===== src/rtl/tp_pkg.sv =====
package tp_pkg;
    localparam int SMP_W     = 16;
    localparam int MAX_SPB   = 4;
    localparam int BLK_W     = SMP_W * MAX_SPB;
    localparam int BLKSH_W   = $clog2(BLK_W + 1);
    localparam int OCT_CNT_W = $clog2(BLK_W / 8 + 1);
    localparam int SPB_W     = $clog2(MAX_SPB + 1);

    typedef enum logic [1:0] {
        RES12  = 2'd0,
        RES14  = 2'd1,
        RES16  = 2'd2,
        RES16X = 2'd3
    } res_e;

    function automatic logic [BLKSH_W-1:0] res_width(res_e r);
        case (r)
            RES12:   return BLKSH_W'(12);
            RES14:   return BLKSH_W'(14);
            default: return BLKSH_W'(16);
        endcase
    endfunction

    function automatic logic [SPB_W-1:0] blk_smp(res_e r, logic pad);
        if (pad) return SPB_W'(1);
        case (r)
            RES12:   return SPB_W'(2);
            RES14:   return SPB_W'(4);
            default: return SPB_W'(1);
        endcase
    endfunction

    function automatic logic [OCT_CNT_W-1:0] blk_oct(res_e r, logic pad);
        if (pad) return OCT_CNT_W'(2);
        case (r)
            RES12:   return OCT_CNT_W'(3);
            RES14:   return OCT_CNT_W'(7);
            default: return OCT_CNT_W'(2);
        endcase
    endfunction
endpackage


===== src/rtl/tp_assembler.sv =====
module tp_assembler
    import tp_pkg::*;
#(
    parameter int NUM_LANES = 4,
    parameter int LCNT_W    = 3
) (
    input  logic                 clk,
    input  logic                 rst_n,
    input  logic                 smp_valid,
    input  logic [SMP_W-1:0]     smp_data,
    input  logic [1:0]           cfg_res,
    input  logic                 cfg_padded,
    input  logic [LCNT_W-1:0]    cfg_lanes,
    output logic                 blk_load,
    output logic [BLK_W-1:0]     blk_bits,
    output logic [OCT_CNT_W-1:0] blk_octets,
    output logic [LCNT_W-1:0]    blk_lanes
);
    typedef struct packed {
        logic [BLK_W-1:0]  acc;
        logic [SPB_W-1:0]  cnt;
        res_e              res;
        logic              pad;
        logic [LCNT_W-1:0] lanes;
    } asm_t;

    asm_t s_d, s_q;

    logic [LCNT_W-1:0]  lanes_clamped;
    logic               first;
    res_e               c_res;
    logic               c_pad;
    logic [LCNT_W-1:0]  c_lanes;
    logic [BLKSH_W-1:0] w, ew, total;
    logic [SMP_W-1:0]   mask, word;
    logic [BLK_W-1:0]   wpos, base, nacc;
    logic [SPB_W-1:0]   spb;

    // Out-of-range lane counts fold into the legal range
    always_comb begin
        if (cfg_lanes == '0)
            lanes_clamped = LCNT_W'(1);
        else if (cfg_lanes > LCNT_W'(NUM_LANES))
            lanes_clamped = LCNT_W'(NUM_LANES);
        else
            lanes_clamped = cfg_lanes;
    end

    always_comb begin
        s_d     = s_q;
        first   = (s_q.cnt == '0);
        // Settings are taken only when a block begins
        c_res   = first ? res_e'(cfg_res) : s_q.res;
        c_pad   = first ? cfg_padded      : s_q.pad;
        c_lanes = first ? lanes_clamped   : s_q.lanes;

        w     = res_width(c_res);
        mask  = SMP_W'((BLK_W'(1) << w) - BLK_W'(1));
        word  = smp_data & mask;
        ew    = c_pad ? BLKSH_W'(SMP_W) : w;
        wpos  = c_pad ? (BLK_W'(word) << (BLKSH_W'(SMP_W) - w)) : BLK_W'(word);
        base  = first ? '0 : s_q.acc;
        nacc  = (base << ew) | wpos;
        spb   = blk_smp(c_res, c_pad);
        total = BLKSH_W'(spb) * ew;

        blk_load   = smp_valid && ((s_q.cnt + SPB_W'(1)) == spb);
        blk_bits   = nacc << (BLKSH_W'(BLK_W) - total);
        blk_octets = blk_oct(c_res, c_pad);
        blk_lanes  = c_lanes;

        if (smp_valid) begin
            s_d.acc   = nacc;
            s_d.cnt   = blk_load ? '0 : s_q.cnt + SPB_W'(1);
            s_d.res   = c_res;
            s_d.pad   = c_pad;
            s_d.lanes = c_lanes;
        end
    end

    always_ff @(posedge clk or negedge rst_n) begin
        if (!rst_n) begin
            s_q.acc   <= '0;
            s_q.cnt   <= '0;
            s_q.res   <= RES12;
            s_q.pad   <= 1'b0;
            s_q.lanes <= LCNT_W'(1);
        end else begin
            s_q <= s_d;
        end
    end
endmodule


===== src/rtl/tp_lane_emitter.sv =====
module tp_lane_emitter
    import tp_pkg::*;
#(
    parameter int NUM_LANES = 4,
    parameter int LCNT_W    = 3,
    parameter int LIDX_W    = 2
) (
    input  logic                   clk,
    input  logic                   rst_n,
    input  logic                   blk_load,
    input  logic [BLK_W-1:0]       blk_bits,
    input  logic [OCT_CNT_W-1:0]   blk_octets,
    input  logic [LCNT_W-1:0]      blk_lanes,
    output logic [NUM_LANES-1:0]   lane_vld,
    output logic [NUM_LANES-1:0]   lane_sof,
    output logic [8*NUM_LANES-1:0] lane_data
);
    typedef struct packed {
        logic [BLK_W-1:0]     sr;
        logic [OCT_CNT_W-1:0] left;
        logic [OCT_CNT_W-1:0] idx;
        logic [LIDX_W-1:0]    lane;
        logic [LCNT_W-1:0]    lanes;
    } em_t;

    em_t s_d, s_q;

    always_comb begin
        s_d = s_q;
        if (blk_load) begin
            s_d.sr    = blk_bits;
            s_d.left  = blk_octets;
            s_d.idx   = '0;
            s_d.lane  = '0;
            s_d.lanes = blk_lanes;
        end else if (s_q.left != '0) begin
            s_d.sr   = s_q.sr << 8;
            s_d.left = s_q.left - OCT_CNT_W'(1);
            s_d.idx  = s_q.idx + OCT_CNT_W'(1);
            if ((LCNT_W'(s_q.lane) + LCNT_W'(1)) >= s_q.lanes)
                s_d.lane = '0;
            else
                s_d.lane = s_q.lane + LIDX_W'(1);
        end
    end

    always_ff @(posedge clk or negedge rst_n) begin
        if (!rst_n) begin
            s_q.sr    <= '0;
            s_q.left  <= '0;
            s_q.idx   <= '0;
            s_q.lane  <= '0;
            s_q.lanes <= LCNT_W'(1);
        end else begin
            s_q <= s_d;
        end
    end

    logic busy, head;
    assign busy = (s_q.left != '0);
    assign head = ({{LCNT_W{1'b0}}, s_q.idx} < {{OCT_CNT_W{1'b0}}, s_q.lanes});

    for (genvar l = 0; l < NUM_LANES; l++) begin : g_lane
        assign lane_vld[l]          = busy && (s_q.lane == LIDX_W'(l));
        assign lane_sof[l]          = lane_vld[l] && head;
        assign lane_data[8*l +: 8]  = lane_vld[l] ? s_q.sr[BLK_W-1 -: 8] : 8'h00;
    end
endmodule


===== src/rtl/adc_octet_packer.sv =====
module adc_octet_packer
    import tp_pkg::*;
#(
    parameter int NUM_LANES = 4
) (
    input  logic                               clk,
    input  logic                               rst_n,
    input  logic                               smp_valid,
    input  logic [15:0]                        smp_data,
    input  logic [1:0]                         cfg_res,
    input  logic                               cfg_padded,
    input  logic [$clog2(NUM_LANES+1)-1:0]     cfg_lanes,
    output logic [NUM_LANES-1:0]               lane_vld,
    output logic [NUM_LANES-1:0]               lane_sof,
    output logic [8*NUM_LANES-1:0]             lane_data
);
    localparam int LCNT_W = $clog2(NUM_LANES + 1);
    localparam int LIDX_W = (NUM_LANES > 1) ? $clog2(NUM_LANES) : 1;

    logic                 blk_load;
    logic [BLK_W-1:0]     blk_bits;
    logic [OCT_CNT_W-1:0] blk_octets;
    logic [LCNT_W-1:0]    blk_lanes;

    tp_assembler #(.NUM_LANES(NUM_LANES), .LCNT_W(LCNT_W)) i_asm (
        .clk        (clk),
        .rst_n      (rst_n),
        .smp_valid  (smp_valid),
        .smp_data   (smp_data),
        .cfg_res    (cfg_res),
        .cfg_padded (cfg_padded),
        .cfg_lanes  (cfg_lanes),
        .blk_load   (blk_load),
        .blk_bits   (blk_bits),
        .blk_octets (blk_octets),
        .blk_lanes  (blk_lanes)
    );

    tp_lane_emitter #(.NUM_LANES(NUM_LANES), .LCNT_W(LCNT_W), .LIDX_W(LIDX_W)) i_emit (
        .clk        (clk),
        .rst_n      (rst_n),
        .blk_load   (blk_load),
        .blk_bits   (blk_bits),
        .blk_octets (blk_octets),
        .blk_lanes  (blk_lanes),
        .lane_vld   (lane_vld),
        .lane_sof   (lane_sof),
        .lane_data  (lane_data)
    );
endmodule


===== config.mk =====
export PLATFORM = sky130hd
export DESIGN_NAME = adc_octet_packer
export DESIGN_NICKNAME = d
export VERILOG_FILES = /design/src/rtl/tp_pkg.sv /design/src/rtl/tp_assembler.sv /design/src/rtl/tp_lane_emitter.sv /design/src/rtl/adc_octet_packer.sv
export SDC_FILE = /design/constraint.sdc
export NUM_CORES = 1
export LEC_CHECK = 0
export ABC_CLOCK_PERIOD_IN_PS = 4700
export CORE_MARGIN = 2
export CORE_UTILIZATION = 45
export CTS_CLUSTER_DIAMETER = 100
export DETAILED_ROUTE_END_ITERATION = 8
export PLACE_DENSITY = 0.71
export SLEW_MARGIN = 0
export SYNTH_ARGS = -nofsm -noshare
export SYNTH_HDL_FRONTEND = slang
export SYNTH_SLANG_ARGS = --single-unit

===== constraint.sdc =====
create_clock -name clk -period 4.7 [get_ports clk]
set_clock_uncertainty 0.15 [all_clocks]
set_input_delay 0.94 -clock clk [delete_from_list [all_inputs] [get_ports clk]]
set_output_delay 0.94 -clock clk [all_outputs]
set_load 0.01 [all_outputs]

==> results.json, run 1 <==
{
  "wl_per_cell_um": 22.32,
  "finalNetCount": 1498,
  "multi_input_area_um2": 7296,
  "critPathMaxStageDelay_ns": 0.53,
  "netlist_area_um2": 11180,
  "layout_commonest_cell": "buf_4",
  "yosysSeqAreaShare_pct": 30.90,
  "drtIter0Drc": 1380,
  "clkTransAtPathRegs_ns": 0.06,
  "place_hpwl_mm": 28.91,
  "async_flop_share_pct": 100.0,
  "placedInstanceArea_um2": 13100,
  "rows": 57,
  "worstPathArrival_ns": 4.72,
  "dr.pass1.iters": 6,
  "synth_top_area_cell": "dfrtp_1",
  "io_pins": 65,
  "tritoncts": "built",
  "hold_path.class": "reg2reg",
  "syn_inst": 1298,
  "grt_antenna_before_repair": 0,
  "final.period_utilization_pct": 95.68,
  "setup_viol": 0,
  "port_buffers": 64,
  "ys.flop_type": "dfrtp_1",
  "status": "complete, no violations",
  "drt-met1-wl_mm": 16.71,
  "cts.sinks": 138,
  "cts_buffers": 17,
  "ys_ff_latch": 138,
  "setup_slack_ns": 0.2029,
  "crit_type": "reg2reg",
  "path_buf_inv": 5,
  "crit_slowest_cell": "fa_1",
  "grt_usage_pct": 30.28,
  "synth.area.top_cells": "dfrtp_1 (30%), mux2i_1 (9.0%), mux2_2 (5.1%)",
  "syn_avg_cell_area_um2": 8.616,
  "place_ws_ns": -0.5572,
  "vias_per_cell": 6.384,
  "finalSetupTns_ns": 0,
  "synth_top_area_share_pct": 30.43,
  "drive_gt1_share_pct": 23.46,
  "wl_met2_mm": 17.50,
  "grt_pass1_wl_mm": 61.84,
  "h-tree-depth": 4,
  "final_max_slew_viol_count": 0,
  "fmax_ghz": 0.2224,
  "fin_area_um2": 13980,
  "grt_max_degree": 89,
  "grt_pass1_vias": 10740,
  "overflow": 0,
  "cp_max_fo": 5,
  "synth_edf_count": 0,
  "regArea_um2": 3457,
  "place_congestion": 0.9743,
  "synth_warnings": 0,
  "dieArea_um2": 26130,
  "maxCapViolCount": 0,
  "vias": 11400,
  "tightestPinTransition_ns": 1.047,
  "wl_mm": 39.86,
  "nFillCells": 2153,
  "finalCriticalPeriod_ns": 4.497,
  "fin_util_pct": 57.34,
  "core_area_um2": 24390,
  "cpLargestDelayFamily": "compound AO/OA/AOI/OAI gates",
  "cts-root-buf": "clkbuf_16",
  "worstSetupEndpointType": "flip-flop",
  "ant_nets": 0,
  "crit_path_start_kind": "flip-flop",
  "n_antenna_cell": 0,
  "layout_common_cells": "buf_4 (163), dfrtp_1 (135), nand2_1 (125)",
  "yosysUniqueCellTypes": 84,
  "insertion_delay_ns": 0.43,
  "clock_path_buffers": 2,
  "initial_utilization_pct": 45.85,
  "crit_required_ns": 4.92,
  "path_cells": "inv_1, ha_2, nor2b_4, mux2_2, nand2_1, inv_1, fa_1, inv_1, ha_1, ha_1, a21oi_1, o21ai_2, a211o_1, buf_4, a221oi_4, buf_6, o211ai_1, o31ai_1, o32a_1",
  "area_growth_pct": 25.05,
  "die_y_um": 161.6,
  "relSlewSlack_pct": 29.62,
  "maxUsedRoutingLayer": "met4",
  "cp_common_cell": "inv_1",
  "finalHoldViolCount": 0,
  "wl_met3_mm": 4.068,
  "die_w_um": 161.6,
  "route.detailed.drc": 0
}
repair_timing:
action / CTS / global route
pin swaps: 2 / 12
gates resized for setup: 7 / 38
endpoints found under the setup margin: 30 / 61
setup buffers: 2 / 5
hold buffers: 0 / 0
hold endpoints to repair: 0 / 0
gates cloned: 0 / 2
final timing paths:
path,start,slack (ns),end,cells past startpoint
max,i_asm.s_q[6]$_DFFE_PN0P_,0.20,i_emit.s_q[72]$_DFFE_PN0P_,19
min,i_emit.s_q[16]$_DFFE_PN0P_,0.34,i_emit.s_q[16]$_DFFE_PN0P_,2
max reg2reg,i_asm.s_q[6]$_DFFE_PN0P_,0.20,i_emit.s_q[72]$_DFFE_PN0P_,19
min reg2reg,i_emit.s_q[16]$_DFFE_PN0P_,0.34,i_emit.s_q[16]$_DFFE_PN0P_,2
max in group asynchronous,rst_n,3.19,i_emit.s_q[70]$_DFFE_PN0P_,2
min in group asynchronous,rst_n,0.41,i_emit.s_q[7]$_DFFE_PN0P_,1
sequential cells by signal (all words and copies together), names as in the netlist:
signal      flops
i_emit.s_q     77
i_asm.s_q      61
worst register-to-register path, cell delays in order (launching register included):
cell and delay, ns:
dfrtp_1 0.37, inv_1 0.09, ha_2 0.24, nor2b_4 0.22, mux2_2 0.38, nand2_1 0.08, inv_1 0.06, fa_1 0.53
inv_1 0.05, ha_1 0.20, ha_1 0.34, a21oi_1 0.19, o21ai_2 0.12, a211o_1 0.33, buf_4 0.17, a221oi_4 0.33
buf_6 0.20, o211ai_1 0.10, o31ai_1 0.11, o32a_1 0.18
metrics by stage:
step           hold slack [ns]  instances
2_1_floorplan           0.2983       1300
3_5_place_dp            0.3278       1745
4_1_cts                 0.3414       1779
6_report                0.3398       1786
3_3_place_gp            0.3126       1745
5_1_grt                 0.3712       1786
area by class of cell:
type                       instances  share of cell area [%]
clock buffer                      19                   3.096
multi-input combinational       1014                   52.17
timing repair buffer             241                   14.91
inverter                          37                  0.9931
sequential                       138                   24.72
tap                              324                   2.899
clock inverter                    13                   1.208
synthesized netlist by cell type, types with 31 or more instances:
master,n
and3_1,38
mux2_2,51
clkbuf_1,55
mux2i_1,101
a21oi_1,75
buf_2,31
a211oi_1,41
nand2_1,128
o21ai_0,81
nor2_1,107
dfrtp_1,136
inv_1,36
nand3_1,32
per-layer routing:
layer	vias to the layer above	GRT usage, %
li1	5154	-
met1	5437	42.62
met2	691	45.82
met3	120	6.035
met4	0	11.99
met5	-	0
logic make-up (layout without fill, tap and decap cells):
family                     count (synthesis)  after routing  share of synthesized area, %
muxes                                    163            163                         16.39
buffers and inverters                    148            310                         5.885
other                                      2              4                       0.06715
and+or+nand+nor                          381            381                         15.88
xor gates and xnor gates                  13             13                         1.085
DFF                                      138            138                         30.90
adders and majority gates                 24             24                         2.819
AOI/OAI and AO/OA                        429            429                         26.97
Power of run 1 is left out: the tool's default activity adds up to more than one toggle a clock period on the data nets, which glitch-free logic cannot reach.
==> inputs of run 2 (changes only) <==
ABC_CLOCK_PERIOD_IN_PS = unset   (was 4700)
CELL_PAD_IN_SITES_DETAIL_PLACEMENT = 1   (was unset)
CELL_PAD_IN_SITES_GLOBAL_PLACEMENT = 2   (was unset)
CORE_UTILIZATION = 34   (was 45)
CTS_CLUSTER_DIAMETER = 40   (was 100)
PLACE_DENSITY = 0.83   (was 0.71)
==> run 2 against run 1 <==
Compared with the run above: flip-flop and latch count unchanged; cell count up 7.1%; die area increased by 31%; critical path depth down 3; core utilization down 13 points; critical path type is now in2reg; fmax down 1.7%; global-route usage fell by 2.7 points; sequential share of layout area shrank 0.68 points; critical endpoint is now i_emit.s_q[76]$_DFFE_PN0P_.
==> results.json, run 2 (synthesized netlist as in run 1, its figures left out) <==
{
  "status": "complete, no violations",
  "h-tree-depth": 4,
  "grt_usage_pct": 27.57,
  "reg.largest.list": "i_emit.s_q: 77 flops, i_asm.s_q: 61 flops",
  "finalHoldViolCount": 0,
  "io_pins": 65,
  "tightestPinTransition_ns": 1.113,
  "clkTransAtPathRegs_ns": 0.07,
  "setup_viol": 0,
  "place_hpwl_mm": 34.39,
  "crit_path_start_kind": "input port",
  "cts-root-buf": "clkbuf_16",
  "worstPathArrival_ns": 4.73,
  "final_max_slew_viol_count": 0,
  "rsz0062_at_grt": "false",
  "crit_type": "in2reg",
  "crit_required_ns": 4.86,
  "layout_commonest_cell": "buf_4",
  "cts_buffers": 17,
  "wl_per_cell_um": 24.39,
  "port_buffers": 64,
  "wl_mm": 46.66,
  "insertion_delay_ns": 0.44,
  "clock_path_buffers": 2,
  "maxCapViolCount": 0,
  "largest_register_ff_count": 77,
  "core_area_um2": 32450,
  "area_growth_pct": 28.61,
  "grt_pass1_vias": 11570,
  "finalNetCount": 1506,
  "final.period_utilization_pct": 97.30,
  "initial_utilization_pct": 34.46,
  "nFillCells": 3788,
  "ant_nets": 0,
  "drive_gt1_share_pct": 24.69,
  "r2r_slack_ns": 0.15,
  "overflow": 0,
  "placed_cells": 1873,
  "top_register": "i_emit.s_q",
  "worstReg2RegStart": "i_asm.s_q[6]$_DFFE_PN0P_",
  "cts_hold_buffers": 0,
  "rows": 66,
  "layout_common_cells": "buf_4 (173), dfrtp_1 (135), nand2_1 (124)",
  "grt_pass1_wl_mm": 71.96,
  "dieArea_um2": 34360,
  "worstSetupEndpointType": "flip-flop",
  "vias_per_cell": 5.976,
  "dr.pass1.iters": 6,
  "hold_path.class": "in2async",
  "relSlewSlack_pct": 25.38,
  "die_y_um": 185.4,
  "die_w_um": 185.4,
  "drtIter0Drc": 831,
  "place_congestion": 0.9111,
  "finalNonFillerCells": 1913,
  "tritoncts": "built",
  "cp_max_fo": 20,
  "crit_start": "cfg_res[0]",
  "vias": 11430,
  "grt_max_degree": 79,
  "fmax_ghz": 0.2187,
  "grt_antenna_before_repair": 0,
  "finalCriticalPeriod_ns": 4.573,
  "cts.sinks": 138,
  "route.detailed.drc": 0
}
## run 2: worst paths after layout
check	cells after the start	to
hold / removal	1	i_asm.s_q[28]$_DFFE_PN0P_
setup reg to reg	17	i_emit.s_q[76]$_DFFE_PN0P_
hold reg to reg	2	i_asm.s_q[0]$_DFFE_PN1P_
max in group asynchronous	2	i_emit.s_q[0]$_DFFE_PN1P_
setup / recovery	16	i_emit.s_q[76]$_DFFE_PN0P_
min in group clk	2	i_asm.s_q[0]$_DFFE_PN1P_
## run 2: per-stage QoR
| stage | TNS, ns | instance area (µm²) | setup WS [ns] | util, % | hold slack [ns] |
|---|---|---|---|---|---|
| 2_1_floorplan | -0.03980 | 11220 | -0.02762 | - | 0.2983 |
| 3_3_place_gp | -22.44 | 13380 | -0.6202 | 41.23 | 0.3134 |
| 3_5_place_dp | -31.89 | 13380 | -0.7529 | 41.23 | 0.3213 |
| 4_1_cts | 0 | 14150 | 0.0009472 | 43.59 | 0.2539 |
| 5_1_grt | 0 | 14380 | 0.008706 | 44.31 | 0.2602 |
| 6_report | 0 | 14380 | 0.1269 | 44.32 | 0.2431 |
## run 2: routing by layer
layer | part of all wire [%] | routed length [µm] | vias up | track usage, %
met3 | 6.1 | 2823 | 78 | 4.345
met5 | 0 | 0 | - | 0
met2 | 45 | 21060 | 406 | 43.13
li1 | - | - | 5170 | -
met4 | 3.4 | 1581 | 0 | 9.365
met1 | 45 | 21190 | 5778 | 38.58
## run 2: area by class of cell
type | count | area, µm² | share of cell area, %
antenna | 1 | 2.502 | 0.01740
clock buffer | 18 | 429.2 | 2.984
clock inverter | 14 | 255.2 | 1.775
inverter | 37 | 138.9 | 0.9656
multi-input combinational | 1014 | 7393 | 51.41
sequential | 138 | 3457 | 24.04
tap | 442 | 553.0 | 3.845
timing repair buffer | 249 | 2153 | 14.97
## run 2: critical path, stage by stage
cell             delay [ns]
clkdlybuf4s50_1        0.50
nor2_1                 0.06
mux2_2                 0.29
nand2_2                0.09
buf_4                  0.12
fa_1                   0.45
ha_4                   0.30
ha_1                   0.27
buf_12                 0.16
xnor2_4                0.26
buf_12                 0.22
mux2i_1                0.34
a22o_1                 0.20
nor2_1                 0.08
o31ai_2                0.33
a21oi_1                0.11
## run 2: what timing repair did
item                                    CTS  global route
endpoints found under the setup margin   46            64
pin swaps                                 2             7
gates cloned                              0             1
setup buffers                             0             5
hold endpoints to repair                  0             0
resized for setup                        18            33
Power of run 2 is left out for the same reason.
==> inputs of run 3 (changes only) <==
CTS_CLUSTER_SIZE = 30   (was unset)
PLACE_DENSITY = 0.84   (was 0.83)
SETUP_SLACK_MARGIN = 0.02   (was unset)
SYNTH_HIERARCHICAL = 1   (was unset)
==> run 3 against run 2 <==
Compared with the run above: fmax is 2.0% higher; sequential share of layout area is 0.54 points lower; routed wire length up 1.9%; critical path type is now reg2reg; first-iteration DRC count up 32%; flip-flop and latch count is the same; largest cell class unchanged; core utilization down 0.34 points; area after synthesis is 2.9% higher; synthesized cell count grew 6.9%; non-clock buffer count rose by 3; critical path depth up 3; via count is 4.7% higher.
==> results.json, run 3 <==
{
  "finalHoldViolCount": 0,
  "route.detailed.drc": 0,
  "synth_edf_count": 0,
  "synth.area.top_cells": "dfrtp_1 (30%), mux2i_1 (9.6%), nand2_1 (5.7%)",
  "finalNetCount": 1595,
  "dieArea_um2": 35340,
  "tightestPinTransition_ns": 1.213,
  "ys.flop_type": "dfrtp_1",
  "yosysUniqueCellTypes": 83,
  "clkTransAtPathRegs_ns": 0.07,
  "insertion_delay_ns": 0.46,
  "syn_avg_cell_area_um2": 8.293,
  "status": "complete, no violations",
  "n_antenna_cell": 0,
  "setup_viol": 0,
  "synth_xor_area_share_pct": 0.9891,
  "drtIter0Drc": 1098,
  "whs_ns": 0.3613,
  "grt_pass1_wl_mm": 72.80,
  "yosysSeqAreaShare_pct": 30.02,
  "cts.sinks": 138,
  "hold_path.class": "reg2reg",
  "grt_usage_pct": 26.60,
  "wl_mm": 47.55,
  "synth_top_area_cell": "dfrtp_1",
  "reg.largest.list": "i_emit/s_q: 77 flops, i_asm/s_q: 61 flops",
  "top_register": "i_emit/s_q",
  "io_pins": 65,
  "synthAdderAreaFrac_pct": 3.174,
  "final_max_slew_viol_count": 0,
  "place_congestion": 0.9412,
  "synthSimpleGateAreaFrac_pct": 16.80,
  "grt_max_degree": 92,
  "final.period_utilization_pct": 95.43,
  "met3_usage_pct": 4.436,
  "ant_nets": 0,
  "synth_top_area_share_pct": 29.57,
  "worstSetupEndpointType": "flip-flop",
  "fmax_ghz": 0.2229,
  "syn_inst": 1388,
  "worstReg2RegStart": "i_asm/s_q[6]$_DFFE_PN0P_",
  "die_y_um": 188,
  "min-delay-start": "i_asm/s_q[59]$_DFFE_PN0P_",
  "nFillCells": 3890,
  "synth_most_common_cell": "nand2_1",
  "crit_type": "reg2reg",
  "synth_warnings": 6,
  "vias_per_cell": 5.974,
  "area_growth_pct": 27.79,
  "worstPathArrival_ns": 4.71,
  "grt.busiest_layer": "met2",
  "layout_commonest_cell": "buf_4",
  "grt_antenna_before_repair": 1,
  "use_met2_pct": 41.60,
  "cts-root-buf": "clkbuf_16",
  "drive_gt1_share_pct": 22.89,
  "layout_common_cells": "buf_4 (178), nand2_1 (171), dfrtp_1 (135)",
  "synth_compound_area_share_pct": 26.29,
  "grt_use_met1_pct": 36.46,
  "cp_max_fo": 11,
  "largest_register_ff_count": 77,
  "async_flop_share_pct": 100.0,
  "clock_path_buffers": 2,
  "overflow": 0,
  "grt_pass1_vias": 11890,
  "ys_top_cells_by_count": "nand2_1 (175), dfrtp_1 (136), o21ai_0 (111)",
  "h-tree-depth": 4,
  "cts_buffers": 17,
  "crit_required_ns": 4.93,
  "synth_top_family_by_area": "compound AO/OA/AOI/OAI gates",
  "tritoncts": "built",
  "rows": 67,
  "initial_utilization_pct": 34.41,
  "ys_ff_latch": 138,
  "crit_start": "i_asm/s_q[6]$_DFFE_PN0P_",
  "place_hpwl_mm": 34.94,
  "die_w_um": 188,
  "relSlewSlack_pct": 18.88,
  "port_buffers": 64,
  "finalCriticalPeriod_ns": 4.485,
  "wl_per_cell_um": 23.74,
  "crit_path_start_kind": "flip-flop",
  "maxCapViolCount": 0,
  "dr.pass1.iters": 5,
  "core_area_um2": 33450,
  "netlist_area_um2": 11510,
  "vias": 11970,
  "synthMuxAreaShare_pct": 16.22,
  "rsz0062_at_grt": "false"
}
## run 3: worst max-delay path, cell delays in order (launching register included)
cell       delay (ns)
dfrtp_1          0.40
inv_1            0.10
ha_2             0.23
buf_4            0.16
nor2b_4          0.13
o21ai_2          0.17
nor2_4           0.07
fa_1             0.53
inv_1            0.06
ha_4             0.29
ha_4             0.22
buf_4            0.16
xor2_4           0.21
clkbuf_16        0.19
or4_1            0.49
nand4_1          0.11
o2111ai_1        0.26
o221ai_1         0.30
nand2_1          0.09
o21ai_0          0.08
## run 3: path summary, 6_finish.rpt
kind	to	slack (ns)	cells after the start
max	i_emit/s_q[75]$_DFFE_PN0P_	0.21	19
min	i_asm/s_q[59]$_DFFE_PN0P_	0.36	1
max reg2reg	i_emit/s_q[75]$_DFFE_PN0P_	0.21	19
min reg2reg	i_asm/s_q[59]$_DFFE_PN0P_	0.36	1
max in group asynchronous	i_asm/s_q[40]$_DFFE_PN0P_	3.01	2
min in group asynchronous	i_emit/s_q[8]$_DFFE_PN0P_	0.40	1
## run 3: kinds of logic after synthesis
group                      after synthesis
AOI/OAI and AO/OA                      442
xor gates and xnor gates                13
adders and majority gates               28
buffers and inverters                  175
DFF                                    138
muxes                                  169
other                                    2
and+or+nand+nor                        421
## run 3: through the flow
step                      setup slack (ns)  TNS, ns  instance area, µm²  std cells  utilization [%]
after floorplan                    0.01642        0               11590       1395                -
after global placement             -0.6581   -24.53               13690       1961            40.94
after detailed placement           -0.7500   -29.65               13690       1961            40.94
after CTS                          0.02559        0               14390       1994            43.02
after global routing               0.04695        0               14710       2003            43.98
final                               0.2146        0               14710       2003            43.98
## run 3: layer usage
layer / wire length, µm / up-vias
li1: - / 5440
met1: 21610 / 5998
met2: 21520 / 434
met3: 2763 / 93
met4: 1657 / 0
met5: 0 / -
## run 3: cell type report
| class | instances | area [µm²] | share of cell area [%] |
|---|---|---|---|
| flip-flops and latches | 138 | 3457 | 23.50 |
| multi-input cells | 1082 | 7702 | 52.36 |
| repair buffers | 252 | 2182 | 14.83 |
| inverters | 51 | 191.4 | 1.301 |
| clock inverters | 14 | 177.7 | 1.208 |
| well taps | 448 | 560.5 | 3.810 |
| clock buffers | 18 | 439.2 | 2.985 |
## run 3: repair_timing
action / 4_1_cts / 5_1_grt
setup endpoints to repair: 39 / 57
buffers inserted: 1 / 7
hold buffers: 0 / 0
pin swaps: 3 / 9
resized for setup: 15 / 45
gates cloned: 0 / 2
endpoints found under the hold margin: 0 / 0
Power of run 3 is left out for the same reason.
